[src/rtl/pkt_pack_pkg.sv]
// Package pkt_pack_pkg
// Shared types for the beat packer: the per-cycle action that the controller
// selects and the lane assembler carries out.
package pkt_pack_pkg;

    // One action per advancing cycle; at most one lane is touched per cycle.
    typedef enum logic [2:0] {
        ACT_NONE  = 3'd0,  // nothing happens this cycle
        ACT_WORD  = 3'd1,  // place a payload word in the current lane
        ACT_HDR   = 3'd2,  // place a header word in the current lane
        ACT_IDLE  = 3'd3,  // leave the current lane idle and step on
        ACT_CLOSE = 3'd4,  // send the beat with its unfilled lanes idle
        ACT_DROP  = 3'd5   // discard a stray non-header word at a boundary
    } pack_act_e;

endpackage

[src/rtl/pkt_pack_ctrl.sv]
// Module pkt_pack_ctrl
// Decides, each cycle, what the lane assembler does, and tracks how many
// payload words of the current packet are still owed.
// Assumes: in_sop marks only words that follow a completed packet; lane
// pointer and header flag come from pkt_lane_fill; adv is high only when
// the output slot can take a beat.
module pkt_pack_ctrl
    import pkt_pack_pkg::*;
#(
    parameter int LANES = 4,
    parameter int LEN_W = 8
) (
    input  logic                     clk,
    input  logic                     rst_n,
    input  logic                     adv,
    input  logic                     in_valid,
    input  logic                     in_sop,
    input  logic [LEN_W-1:0]         in_len,
    input  logic                     gap_req,
    input  logic [$clog2(LANES)-1:0] lane_ptr,
    input  logic                     beat_has_hdr,
    output pack_act_e                act,
    output logic                     in_ready
);

    localparam int LANE_IW = $clog2(LANES);
    localparam int CNT_W   = LEN_W - 1;  // holds 2**(LEN_W-2) payload words

    logic [CNT_W-1:0] words_left;
    logic [CNT_W-1:0] hdr_words;
    logic             mid_pkt;

    // Payload words owed by a header with this length code.
    assign hdr_words = CNT_W'(in_len >> 2) + CNT_W'(1);
    assign mid_pkt   = (words_left != '0);

    // Pick this cycle's action from packet position, input and beat state.
    always_comb begin
        act = ACT_NONE;
        if (adv) begin
            if (mid_pkt) begin
                if (in_valid) begin
                    act = ACT_WORD;
                end
            end else if (gap_req) begin
                act = ACT_IDLE;
            end else if (in_valid && in_sop) begin
                act = beat_has_hdr ? ACT_CLOSE : ACT_HDR;
            end else if (in_valid) begin
                act = ACT_DROP;
            end else if (lane_ptr != LANE_IW'(0)) begin
                act = ACT_IDLE;
            end
        end
    end

    // An input word is consumed only by actions that take it.
    assign in_ready = (act == ACT_WORD) || (act == ACT_HDR) || (act == ACT_DROP);

    // Count the remaining payload words of the open packet.
    always_ff @(posedge clk) begin
        if (!rst_n) begin
            words_left <= '0;
        end else begin
            case (act)
                ACT_HDR:  words_left <= hdr_words;
                ACT_WORD: words_left <= words_left - CNT_W'(1);
                default:  words_left <= words_left;
            endcase
        end
    end

endmodule

[src/rtl/pkt_lane_fill.sv]
// Module pkt_lane_fill
// Builds one beat lane by lane. Lanes start out holding the idle word, so
// skipping a lane or closing a beat early needs no write. A beat is handed
// out when its last lane is filled or when the controller closes it.
// Assumes: act is ACT_NONE whenever the output slot cannot take a beat.
module pkt_lane_fill
    import pkt_pack_pkg::*;
#(
    parameter int          LANES     = 4,
    parameter int          WORD_W    = 32,
    parameter int          LEN_W     = 8,
    parameter logic [31:0] IDLE_WORD = 32'h07070707
) (
    input  logic                       clk,
    input  logic                       rst_n,
    input  pack_act_e                  act,
    input  logic [WORD_W-1:0]          wdata,
    input  logic [LEN_W-1:0]           hdr_len,
    output logic [$clog2(LANES)-1:0]   lane_ptr,
    output logic                       has_hdr,
    output logic                       emit,
    output logic [LANES*WORD_W-1:0]    emit_data,
    output logic                       emit_start,
    output logic [$clog2(LANES)-1:0]   emit_lane,
    output logic [LEN_W-1:0]           emit_len
);

    localparam int               LANE_IW = $clog2(LANES);
    localparam logic [LANE_IW-1:0] LAST  = LANE_IW'(LANES - 1);
    localparam logic [WORD_W-1:0]  IDLE  = WORD_W'(IDLE_WORD);

    logic [LANE_IW-1:0] hdr_lane;
    logic [LEN_W-1:0]   beat_len;
    logic               fill;
    logic               put_data;

    assign fill     = (act == ACT_WORD) || (act == ACT_HDR) || (act == ACT_IDLE);
    assign put_data = (act == ACT_WORD) || (act == ACT_HDR);
    assign emit     = (fill && (lane_ptr == LAST)) || (act == ACT_CLOSE);

    // Side information of the beat, including a header placed this cycle.
    assign emit_start = has_hdr || (act == ACT_HDR);
    assign emit_lane  = (act == ACT_HDR) ? lane_ptr : hdr_lane;
    assign emit_len   = (act == ACT_HDR) ? hdr_len  : beat_len;

    generate
        for (genvar i = 0; i < LANES; i++) begin : g_lane
            logic [WORD_W-1:0] stage;
            logic              hit;

            assign hit = fill && (lane_ptr == LANE_IW'(i));
            assign emit_data[i*WORD_W +: WORD_W] = (hit && put_data) ? wdata : stage;

            // Hold this lane's word; return to idle once the beat leaves.
            always_ff @(posedge clk) begin
                if (!rst_n) begin
                    stage <= IDLE;
                end else if (emit) begin
                    stage <= IDLE;
                end else if (hit && put_data) begin
                    stage <= wdata;
                end
            end
        end
    endgenerate

    // Track the next free lane and the header carried by the open beat.
    always_ff @(posedge clk) begin
        if (!rst_n) begin
            lane_ptr <= '0;
            has_hdr  <= 1'b0;
            hdr_lane <= '0;
            beat_len <= '0;
        end else if (emit) begin
            lane_ptr <= '0;
            has_hdr  <= 1'b0;
            hdr_lane <= '0;
            beat_len <= '0;
        end else if (fill) begin
            lane_ptr <= lane_ptr + LANE_IW'(1);
            if (act == ACT_HDR) begin
                has_hdr  <= 1'b1;
                hdr_lane <= lane_ptr;
                beat_len <= hdr_len;
            end
        end
    end

endmodule

[src/rtl/pkt_beat_reg.sv]
// Module pkt_beat_reg
// Output register for one beat and its side signals. It loads a finished
// beat and keeps it until the sink takes it.
// Assumes: load is raised only while slot_free is high.
module pkt_beat_reg #(
    parameter int LANES  = 4,
    parameter int WORD_W = 32,
    parameter int LEN_W  = 8
) (
    input  logic                       clk,
    input  logic                       rst_n,
    input  logic                       load,
    input  logic [LANES*WORD_W-1:0]    beat_data,
    input  logic                       beat_start,
    input  logic [$clog2(LANES)-1:0]   beat_lane,
    input  logic [LEN_W-1:0]           beat_len,
    input  logic                       out_ready,
    output logic                       slot_free,
    output logic                       out_valid,
    output logic [LANES*WORD_W-1:0]    out_data,
    output logic                       out_start,
    output logic [$clog2(LANES)-1:0]   out_hdr_lane,
    output logic [LEN_W-1:0]           out_len
);

    assign slot_free = !out_valid || out_ready;

    // Valid flag: set by a load, cleared when the sink takes the beat.
    always_ff @(posedge clk) begin
        if (!rst_n) begin
            out_valid <= 1'b0;
        end else if (load) begin
            out_valid <= 1'b1;
        end else if (out_ready) begin
            out_valid <= 1'b0;
        end
    end

    // Beat payload and side signals, changed only by a load.
    always_ff @(posedge clk) begin
        if (!rst_n) begin
            out_data     <= '0;
            out_start    <= 1'b0;
            out_hdr_lane <= '0;
            out_len      <= '0;
        end else if (load) begin
            out_data     <= beat_data;
            out_start    <= beat_start;
            out_hdr_lane <= beat_lane;
            out_len      <= beat_len;
        end
    end

endmodule

[src/rtl/pkt_beat_packer.sv]
// Module pkt_beat_packer (top)
// Packs a word-wide packet stream into beats of LANES words, with at most
// one header per beat and unused lanes filled with IDLE_WORD.
// Assumes: in_sop is raised only on the word after a completed packet; the
// length code is payload bytes minus one; LANES is a power of two >= 2.
module pkt_beat_packer
    import pkt_pack_pkg::*;
#(
    parameter int          LANES     = 4,
    parameter int          WORD_W    = 32,
    parameter int          LEN_W     = 8,
    parameter logic [31:0] IDLE_WORD = 32'h07070707
) (
    input  logic                       clk,
    input  logic                       rst_n,
    input  logic                       in_valid,
    output logic                       in_ready,
    input  logic                       in_sop,
    input  logic [LEN_W-1:0]           in_len,
    input  logic [WORD_W-1:0]          in_data,
    input  logic                       gap_req,
    output logic                       out_valid,
    input  logic                       out_ready,
    output logic [LANES*WORD_W-1:0]    out_data,
    output logic                       out_start,
    output logic [$clog2(LANES)-1:0]   out_hdr_lane,
    output logic [LEN_W-1:0]           out_len
);

    localparam int LANE_IW = $clog2(LANES);
    localparam int BEAT_W  = LANES * WORD_W;

    pack_act_e          act;
    logic               adv;
    logic [LANE_IW-1:0] lane_ptr;
    logic               has_hdr;
    logic               emit;
    logic [BEAT_W-1:0]  emit_data;
    logic               emit_start;
    logic [LANE_IW-1:0] emit_lane;
    logic [LEN_W-1:0]   emit_len;

    pkt_pack_ctrl #(
        .LANES (LANES),
        .LEN_W (LEN_W)
    ) u_ctrl (
        .clk          (clk),
        .rst_n        (rst_n),
        .adv          (adv),
        .in_valid     (in_valid),
        .in_sop       (in_sop),
        .in_len       (in_len),
        .gap_req      (gap_req),
        .lane_ptr     (lane_ptr),
        .beat_has_hdr (has_hdr),
        .act          (act),
        .in_ready     (in_ready)
    );

    pkt_lane_fill #(
        .LANES     (LANES),
        .WORD_W    (WORD_W),
        .LEN_W     (LEN_W),
        .IDLE_WORD (IDLE_WORD)
    ) u_fill (
        .clk        (clk),
        .rst_n      (rst_n),
        .act        (act),
        .wdata      (in_data),
        .hdr_len    (in_len),
        .lane_ptr   (lane_ptr),
        .has_hdr    (has_hdr),
        .emit       (emit),
        .emit_data  (emit_data),
        .emit_start (emit_start),
        .emit_lane  (emit_lane),
        .emit_len   (emit_len)
    );

    pkt_beat_reg #(
        .LANES  (LANES),
        .WORD_W (WORD_W),
        .LEN_W  (LEN_W)
    ) u_out (
        .clk          (clk),
        .rst_n        (rst_n),
        .load         (emit),
        .beat_data    (emit_data),
        .beat_start   (emit_start),
        .beat_lane    (emit_lane),
        .beat_len     (emit_len),
        .out_ready    (out_ready),
        .slot_free    (adv),
        .out_valid    (out_valid),
        .out_data     (out_data),
        .out_start    (out_start),
        .out_hdr_lane (out_hdr_lane),
        .out_len      (out_len)
    );

endmodule

[config.mk]
export PLATFORM = sky130hd
export DESIGN_NAME = pkt_beat_packer
export DESIGN_NICKNAME = d
export VERILOG_FILES = /design/src/rtl/pkt_pack_pkg.sv /design/src/rtl/pkt_pack_ctrl.sv /design/src/rtl/pkt_lane_fill.sv /design/src/rtl/pkt_beat_reg.sv /design/src/rtl/pkt_beat_packer.sv
export SDC_FILE = /design/constraint.sdc
export NUM_CORES = 1
export LEC_CHECK = 0
export CAP_MARGIN = 20
export CELL_PAD_IN_SITES_DETAIL_PLACEMENT = 0
export CELL_PAD_IN_SITES_GLOBAL_PLACEMENT = 1
export CORE_UTILIZATION = 40
export DETAILED_ROUTE_END_ITERATION = 10
export GPL_TIMING_DRIVEN = 0
export PLACE_DENSITY = 0.78
export SLEW_MARGIN = 10
export SYNTH_ARGS = -nofsm -noshare
export SYNTH_HDL_FRONTEND = slang
export SYNTH_SLANG_ARGS = --single-unit
[constraint.sdc]
create_clock -name clk -period 3.4 [get_ports clk]
set_clock_uncertainty 0.2 [all_clocks]
set_input_delay 0.68 -clock clk [delete_from_list [all_inputs] [get_ports clk]]
set_output_delay 0.68 -clock clk [all_outputs]
set_load 0.05 [all_outputs]
==> impl_metrics.tcl, run 1 <==
set metrics [dict create \
    cts_tree "done" \
    crit_buf_inv 2 \
    place_inst 1356 \
    fmax_mhz 314 \
    grt_usage 0.220 \
    die-height_um 158 \
    hold_viol_final 0 \
    wirelength_um 27600 \
    grt_max_degree 16 \
    netSwitchingFraction 0.320 \
    period_share 0.935 \
    post_cts_buffers 0 \
    worst_pin_slew_ns 0.975 \
    syn_avg_cell_area_um2 11.5 \
    postCtsHoldBufs 0 \
    pre_cts_ws_ns -0.223 \
    slowest_stage "dlygate4sd2_1" \
    area_growth_pct 33.2 \
    holdCritPathClass "register to register" \
    initial_core_util 0.412 \
    wl_per_cell_um 19.5 \
    layout-drive-gt1-share 0.0842 \
    grt_use_met1 0.301 \
    syn_nets 904 \
    yosys.area.top_type "dfxtp_1" \
    vias 7136 \
    fin_crit_ns 3.18 \
    busiest_layer "met2" \
    ys_warn_count 0 \
    met2_usage 0.352 \
    outcome "finished, final reports clean" \
    post-dp-hpwl_um 19100 \
    synth-seq-cells 288 \
    core_area_mm2 0.0238 \
    n_antenna_cell 0 \
    ir_worst_vdd_v 0.000351 \
    clockBufferDepth 3 \
    dieArea_mm2 0.0251 \
    insertion_delay_ns 0.55 \
    die-width_um 158 \
    drc 0 \
    grt_pass1_vias 6949 \
    firstDrtPassIters 5 \
    place_congestion 0.848 \
    maxCapViolCount 0 \
    p_int_mw 6.54 \
    cts_resized 1 \
    slew_headroom 0.345 \
    yosysSeqAreaShare 0.589 \
    cp_max_fo 6 \
    p_per_area_mw_per_mm2 738 \
    vias_per_cell 5.06 \
    clockPowerShare 0.333 \
    grt.overflow.total 0 \
    cp-end-kind "output port" \
    synth.top_cells.by_area "dfxtp_1 59%, mux2i_1 14%, o2bb2ai_1 12%" \
    worst_setup_path_start_kind "register" \
    cts_buffers 29 \
    yosysTopAreaCellShare 0.589 \
    required_ns 2.52 \
    cts.reportedPaths.clkPinSlew_ns 0.06 \
    grt_pass1_wl_um 41000 \
    met3_usage 0.0463 \
    critical-path-max-stage-delay_ns 0.44 \
    nFillCells 2110 \
    cts_root_buffer "clkbuf_16" \
    layout_setup_ws_ns 0.220 \
    p_sw_mw 3.08 \
    antenna_found_initial 0 \
    cts_htree_levels 1 \
    path_class "register to output port" \
    fin_cells 1411 \
    ys_types 40 \
    leakage_nw 5.47 \
    cp_cell_sequence "inv_1, ha_1, nor3b_2, nand2_1, nor2_1, nor3_1, dlygate4sd2_1" \
    initialDrtViolationCount 367 \
    synth_area_mm2 0.00978 \
    synthCells 851 \
    combPwrFrac 0.256 \
    path_delay_family "simple AND/OR/NAND/NOR gates" \
    setup_viol 0 \
    fp-row-count 56 \
    io_buffers 186 \
    cts_sinks 288 \
    timing.setup.tns_ns 0 \
    num_io_pins 187 \
    rsz0062_at_grt "no" \
    antenna_left 0 \
    drv_slew 0 \
    arrival_ns 2.30 \
    pwr-share-seq 0.411 \
    finalNetCount 1122 \
]
[worst paths after layout]
kind,cells past startpoint,start,slack [ns],to
worst max register to register,8,u_ctrl.words_left[0]$_SDFFE_PN0P_,0.32,u_fill.g_lane[2].stage[15]$_SDFF_PP0_
worst min register to register,1,u_out.out_data[104]$_SDFFE_PN0P_,0.26,u_out.out_data[104]$_SDFFE_PN0P_
worst min-delay path,1,u_out.out_data[104]$_SDFFE_PN0P_,0.26,u_out.out_data[104]$_SDFFE_PN0P_
worst max-delay path,7,u_ctrl.words_left[0]$_SDFFE_PN0P_,0.22,in_ready
[area by class of cell]
cell class	count	area, um^2	share of cell area
multi-input combinational	498	3730	0.286
sequential	288	5770	0.443
tap	319	399	0.0306
clock inverter	15	146	0.0112
timing repair buffer	187	1880	0.144
inverter	6	22.5	0.00173
clock buffer	39	823	0.0632
buffer	59	269	0.0206
[power groups by stage]
stage | Combinational, mW | Sequential (mW) | Clock (mW)
global route | 2.68 | 3.98 | 3.40
finish | 2.47 | 3.95 | 3.20
floorplan | 1.43 | 4.28 | 0
global placement | 2.43 | 4.01 | 0
CTS | 2.46 | 3.95 | 3.25
detailed placement | 2.45 | 4.02 | 0
[flip-flops by register name, summed over array words and instances (netlist names)]
register / flops
u_out.out_valid: 1
u_fill.hdr_lane: 2
u_fill.g_lane.stage: 128
u_out.out_hdr_lane: 2
u_fill.lane_ptr: 2
u_fill.has_hdr: 1
u_ctrl.words_left: 7
u_fill.beat_len: 8
u_out.out_data: 128
u_out.out_start: 1
u_out.out_len: 8
[cell usage after synthesis]
library cell  number
a211o_1            1
a211oi_1           2
a21oi_1            5
a221o_1            2
a221oi_1           2
a221oi_4           1
a2bb2oi_1          2
a311oi_2           2
a31oi_1            2
a32oi_1            1
and2_1             1
and3_1             3
buf_1              8
buf_2             35
buf_4              1
clkbuf_1          15
clkinv_1           1
dfxtp_1          288
ha_1               7
inv_1              5
mux2i_1          140
nand2_1           54
nand2b_1           5
nand3_1            6
nand4_1            2
nor2_1           100
nor2b_1            2
nor3_1             4
nor3_4             1
nor3b_2            1
nor4_1             1
o21ai_0            2
o2bb2ai_1        139
o311a_1            1
o31a_1             1
o31ai_1            1
or3_1              1
or3b_1             1
xnor2_1            3
xor2_1             2
[cell usage in the layout, fill, tap and decap left out, drive strengths merged, types with 2 or more instances in the layout]
cell / Yosys / routed
clkbuf: 15 / 54
a31oi: 2 / 2
nor2b: 2 / 2
dfxtp: 288 / 288
mux2i: 140 / 140
bufinv: 0 / 2
a211oi: 2 / 2
o2bb2ai: 139 / 139
clkdlybuf4s50: 0 / 185
a221oi: 3 / 3
and3: 3 / 3
o21ai: 2 / 2
ha: 7 / 7
clkinv: 1 / 12
nand4: 2 / 2
inv: 5 / 6
a2bb2oi: 2 / 2
nor3: 5 / 5
a21oi: 5 / 5
nand3: 6 / 6
xnor2: 3 / 3
nand2b: 5 / 5
nand2: 54 / 54
a311oi: 2 / 2
nor2: 100 / 100
buf: 44 / 45
xor2: 2 / 2
a221o: 2 / 2
[metrics by stage]
step                instance area [um^2]  utilization  hold slack [ns]  total power [mW]
floorplan                           9780            -            0.242              5.71
global placement                   12000        0.507            0.246              6.44
detailed placement                 12000        0.507            0.246              6.47
CTS                                13000        0.548            0.264              9.66
global route                       13000        0.549            0.276              10.1
finish                             13000        0.549            0.262              9.62
[worst register-to-register path: cells and delay by family (launching register included)]
| kind | cells | cell delay [ns] |
|---|---|---|
| buffers and inverters | 2 | 0.69 |
| DFF | 1 | 0.33 |
| adders and majority gates | 1 | 0.14 |
| AOI/OAI and AO/OA | 3 | 1.10 |
| and+or+nand+nor | 2 | 0.49 |
[cell families after synthesis]
family	share of synthesized area
adders and majority gates	0.00895
muxes	0.143
DFF	0.589
buffers and inverters	0.0298
and+or+nand+nor	0.0776
AOI/OAI and AO/OA	0.147
xor gates and xnor gates	0.00448
[layer usage]
metal | wire, um | up-vias
met5 | 0 | -
met1 | 13000 | 3410
met2 | 12500 | 200
met4 | 463 | 0
li1 | - | 3492
met3 | 1660 | 34
No activity file was read; power rests on OpenSTA's default activity.
==> run 2: changes to the inputs <==
Settings changed: CORE_UTILIZATION 40 to 30, PLACE_DENSITY 0.78 to 0.61, TNS_END_PERCENT from default to 10.
==> impl_metrics.tcl, run 2 (synthesis gave the netlist of run 1 again) <==
set metrics [dict create \
    dieArea_mm2 0.0333 \
    r2r_end "u_fill.g_lane[2].stage[20]$_SDFF_PP0_" \
    antenna_found_initial 1 \
    r2r-start "u_ctrl.words_left[0]$_SDFFE_PN0P_" \
    stdcell_area_mm2 0.0132 \
    vias_per_cell 4.64 \
    grt_max_degree 15 \
    hold_viol_final 0 \
    holdCritPathClass "register to register" \
    pre_cts_ws_ns -0.210 \
    cts.reportedPaths.clkPinSlew_ns 0.06 \
    required_ns 2.52 \
    arrival_ns 2.31 \
    p_per_area_mw_per_mm2 731 \
    fin_crit_ns 3.19 \
    cts_buffers 30 \
    grt_usage 0.181 \
    post-dp-hpwl_um 21000 \
    rrSetupSlack_ns 0.25 \
    reg2reg_depth 8 \
    vias 7086 \
    path_class "register to output port" \
    cts_sinks 288 \
    layout-drive-gt1-share 0.0797 \
    num_io_pins 187 \
    rsz0062_at_grt "no" \
    layout_commonest_cell "dfxtp_1" \
    wl_per_cell_um 19.8 \
    io_buffers 186 \
    drc 0 \
    fmax_mhz 314 \
    period_share 0.937 \
    endpoint "in_ready" \
    fp-row-count 65 \
    slew_headroom 0.278 \
    cp_max_fo 6 \
    insertion_delay_ns 0.55 \
    setup_viol 0 \
    maxCapViolCount 0 \
    firstDrtPassIters 4 \
    outcome "finished, final reports clean" \
    die-height_um 183 \
    cts_tree "done" \
    ir_worst_vdd_v 0.000298 \
    crit_start "u_ctrl.words_left[0]$_SDFFE_PN0P_" \
    cts_root_buffer "clkbuf_16" \
    leakage_nw 5.45 \
    nFillCells 3126 \
    antenna_left 0 \
    worst_pin_slew_ns 1.08 \
    regArea_mm2 0.00577 \
    postCtsHoldBufs 0 \
    final_cell_mix "288 x dfxtp_1, 185 x clkdlybuf4s50_1, 140 x mux2i_1" \
    post_cts_buffers 0 \
    n_antenna_cell 0 \
    area_growth_pct 34.4 \
    clockBufferDepth 3 \
    finalNetCount 1122 \
    die-width_um 183 \
    grt_pass1_vias 7089 \
    grt.overflow.total 0 \
    initialDrtViolationCount 322 \
    core_area_mm2 0.0318 \
    initial_core_util 0.308 \
    reg_top3 "u_fill.g_lane.stage x128, u_out.out_data x128" \
    place_congestion 0.779 \
    cts_resized 1 \
    grt_pass1_wl_um 45200 \
    drv_slew 0 \
    place_area_mm2 0.0122 \
    worst_setup_path_start_kind "register" \
    cts_htree_levels 1 \
    wirelength_um 30200 \
    hold_depth 1 \
    cp-end-kind "output port" \
    multi_input_area_mm2 0.00373 \
    layout_setup_ws_ns 0.213 \
]
-- run 2: layer usage --
| layer | GRT usage | share of wire | vias up | wire length, um |
|---|---|---|---|---|
| met4 | 0.0363 | 0.015 | 2 | 462 |
| met5 | 0 | 0.00046 | - | 14 |
| li1 | - | - | 3522 | - |
| met1 | 0.250 | 0.47 | 3352 | 14300 |
| met3 | 0.0345 | 0.058 | 35 | 1740 |
| met2 | 0.293 | 0.45 | 175 | 13600 |
-- run 2: worst min-delay path by stage --
stage / from / end / slack, ns
6_report: u_out.out_data[21]$_SDFFE_PN0P_ / u_out.out_data[21]$_SDFFE_PN0P_ / 0.26
5_1_grt: u_out.out_data[63]$_SDFFE_PN0P_ / u_out.out_data[63]$_SDFFE_PN0P_ / 0.28
4_1_cts: u_out.out_data[29]$_SDFFE_PN0P_ / u_out.out_data[29]$_SDFFE_PN0P_ / 0.26
3_5_place_dp: u_out.out_data[67]$_SDFFE_PN0P_ / u_out.out_data[67]$_SDFFE_PN0P_ / 0.25
3_3_place_gp: u_out.out_data[84]$_SDFFE_PN0P_ / u_out.out_data[84]$_SDFFE_PN0P_ / 0.25
2_1_floorplan: u_fill.g_lane[1].stage[0]$_SDFF_PP1_ / u_fill.g_lane[1].stage[0]$_SDFF_PP1_ / 0.24
-- run 2: power by group --
part           switching [mW]  internal (mW)
Sequential              0.198           3.76
Clock                    1.34           1.86
Combinational            1.56          0.906
-- run 2: final cells by class --
class                           count  share of cell area
Buffer                             59              0.0204
Clock buffer                       48              0.0707
Clock inverter                      6             0.00276
Inverter                            6             0.00171
Multi-Input combinational cell    498               0.283
Sequential cell                   288               0.438
Tap cell                          435              0.0414
Timing Repair Buffer              186               0.141
-- run 2: worst max-delay path: stages, from the launching register on --
cell,delay [ns]
dfxtp_1,0.33
inv_1,0.08
ha_1,0.14
nor3b_2,0.37
nand2_1,0.21
nor2_1,0.14
nor3_1,0.05
dlygate4sd2_1,0.45
-- run 2: through the flow --
step	cells	utilization	TNS (ns)	total power, mW	hold slack, ns
2_1_floorplan	851	-	0	5.71	0.242
3_3_place_gp	1472	0.383	-33.11	6.50	0.245
3_5_place_dp	1472	0.383	-21.06	6.51	0.246
4_1_cts	1526	0.414	0	9.72	0.265
5_1_grt	1526	0.414	0	10.1	0.277
6_report	1526	0.414	0	9.61	0.261
==> run 3: changes to the inputs <==
Settings changed: CORE_ASPECT_RATIO from default to 1.2.
==> impl_metrics.tcl, run 3 (synthesis gave the netlist of run 1 again) <==
set metrics [dict create \
    holdCritPathClass "register to register" \
    reg_top3 "u_fill.g_lane.stage x128, u_out.out_data x128" \
    hold_viol_final 0 \
    required_ns 2.52 \
    worst_pin_slew_ns 1.01 \
    setup_viol 0 \
    endpoint "in_ready" \
    path_class "register to output port" \
    crit_start "u_ctrl.words_left[0]$_SDFFE_PN0P_" \
    drc 0 \
    area_growth_pct 34.1 \
    postCtsHoldBufs 0 \
    pre_cts_ws_ns -0.277 \
    grt_pass1_wl_um 45200 \
    num_io_pins 187 \
    reg2reg_depth 8 \
    clockBufferDepth 3 \
    fmax_mhz 306 \
    cts.reportedPaths.clkPinSlew_ns 0.06 \
    cts_tree "done" \
    worst_setup_path_start_kind "register" \
    die-width_um 167 \
    insertion_delay_ns 0.54 \
    core_area_mm2 0.0322 \
    final_cell_mix "288 x dfxtp_1, 185 x clkdlybuf4s50_1, 140 x mux2i_1" \
    p_per_area_mw_per_mm2 734 \
    initial_core_util 0.304 \
    antenna_found_initial 0 \
    layout_setup_ws_ns 0.135 \
    fin_crit_ns 3.27 \
    layout-drive-gt1-share 0.0826 \
    place_congestion 0.791 \
    cts_htree_levels 1 \
    cts_root_buffer "clkbuf_16" \
    maxCapViolCount 0 \
    slowest_stage "dlygate4sd2_1" \
    period_share 0.960 \
    rrSetupSlack_ns 0.30 \
    dieArea_mm2 0.0333 \
    wirelength_um 30300 \
    vias 7134 \
    r2r_end "u_fill.g_lane[2].stage[21]$_SDFF_PP0_" \
    antenna_left 0 \
    utilization 0.408 \
    outcome "finished, final reports clean" \
    firstDrtPassIters 6 \
    finalNetCount 1122 \
    grt.overflow.total 0 \
    arrival_ns 2.39 \
    r2r-start "u_ctrl.words_left[0]$_SDFFE_PN0P_" \
    cts_buffers 30 \
    slew_headroom 0.320 \
    n_antenna_cell 0 \
    initialDrtViolationCount 394 \
    grt_usage 0.180 \
    cp_cell_sequence "inv_1, ha_1, nor3b_2, nand2_1, nor2_1, nor3_1, dlygate4sd2_1" \
    whs_ns 0.261 \
    wl_per_cell_um 20.2 \
    fin_total_pwr_mw 9.63 \
    rsz0062_at_grt "no" \
    layout_commonest_cell "dfxtp_1" \
    die-height_um 200 \
    grt_max_degree 15 \
    post-dp-hpwl_um 21200 \
    ir_worst_vdd_v 0.000357 \
    io_buffers 186 \
    vias_per_cell 4.77 \
    grt_pass1_vias 7053 \
    critical-path-max-stage-delay_ns 0.44 \
    leakage_nw 5.46 \
    drv_slew 0 \
    cts_sinks 288 \
    cp-end-kind "output port" \
    fp-row-count 72 \
    cp_max_fo 6 \
]
## run 3: cell count changes in the layout (fill, tap and decap cells not counted), sizes merged
cell and delta:
clkbuf -4, clkinv +3, inv -1
## run 3: worst min path at each step
stage                                               from                              endpoint  slack, ns  cells after the start
floorplan           u_fill.g_lane[1].stage[0]$_SDFF_PP1_  u_fill.g_lane[1].stage[0]$_SDFF_PP1_       0.24                      2
global placement         u_out.out_data[98]$_SDFFE_PN0P_       u_out.out_data[98]$_SDFFE_PN0P_       0.25                      1
detailed placement      u_out.out_data[115]$_SDFFE_PN0P_      u_out.out_data[115]$_SDFFE_PN0P_       0.25                      1
CTS                      u_out.out_data[34]$_SDFFE_PN0P_       u_out.out_data[34]$_SDFFE_PN0P_       0.27                      1
global route             u_out.out_data[85]$_SDFFE_PN0P_       u_out.out_data[85]$_SDFFE_PN0P_       0.28                      1
finish                   u_out.out_data[14]$_SDFFE_PN0P_       u_out.out_data[14]$_SDFFE_PN0P_       0.26                      1
## run 3: repair_timing
| action | in CTS | in global routing |
|---|---|---|
| gates resized for setup | 1 | 0 |
| endpoints found under the setup margin | 1 | 0 |
| setup buffers | 0 | 0 |
## run 3: area by class of cell
class / count / area (um^2)
Buffer: 59 / 269
Clock buffer: 44 / 925
Timing Repair Buffer: 186 / 1860
Tap cell: 407 / 509
Multi-Input combinational cell: 498 / 3730
Clock inverter: 8 / 42.5
Sequential cell: 288 / 5770
Fill cell: 3122 / 19000
Inverter: 6 / 22.5
## run 3: through the flow
stage / cell area, um^2 / setup TNS, ns / instances
3_3_place_gp: 12200 / -41.09 / 1444
6_report: 13100 / 0 / 1496
3_5_place_dp: 12200 / -33.09 / 1444
2_1_floorplan: 9780 / 0 / 851
5_1_grt: 13100 / 0 / 1496
4_1_cts: 13100 / 0 / 1496
## run 3: worst max-delay path: cells and delay by family, from the launching register on
family,cells,cell delay (ns)
AND/OR/NAND/NOR,4,0.83
buffers and inverters,2,0.53
flip-flops,1,0.33
adder cells (fa/ha/maj),1,0.15
## run 3: power by group
part / internal [mW] / leakage, nW / switching [mW] / total (mW)
logic: 0.907 / 2.65 / 1.58 / 2.48
registers: 3.76 / 2.33 / 0.186 / 3.94
clock network: 1.86 / 0.485 / 1.34 / 3.20
## run 3: routing by layer
metal  GRT usage  up-vias  share of wire
li1            -     3492              -
met1       0.240     3454           0.47
met2       0.309      167           0.47
met3      0.0319       21          0.045
met4      0.0322        0         0.0099
met5           0        -              0
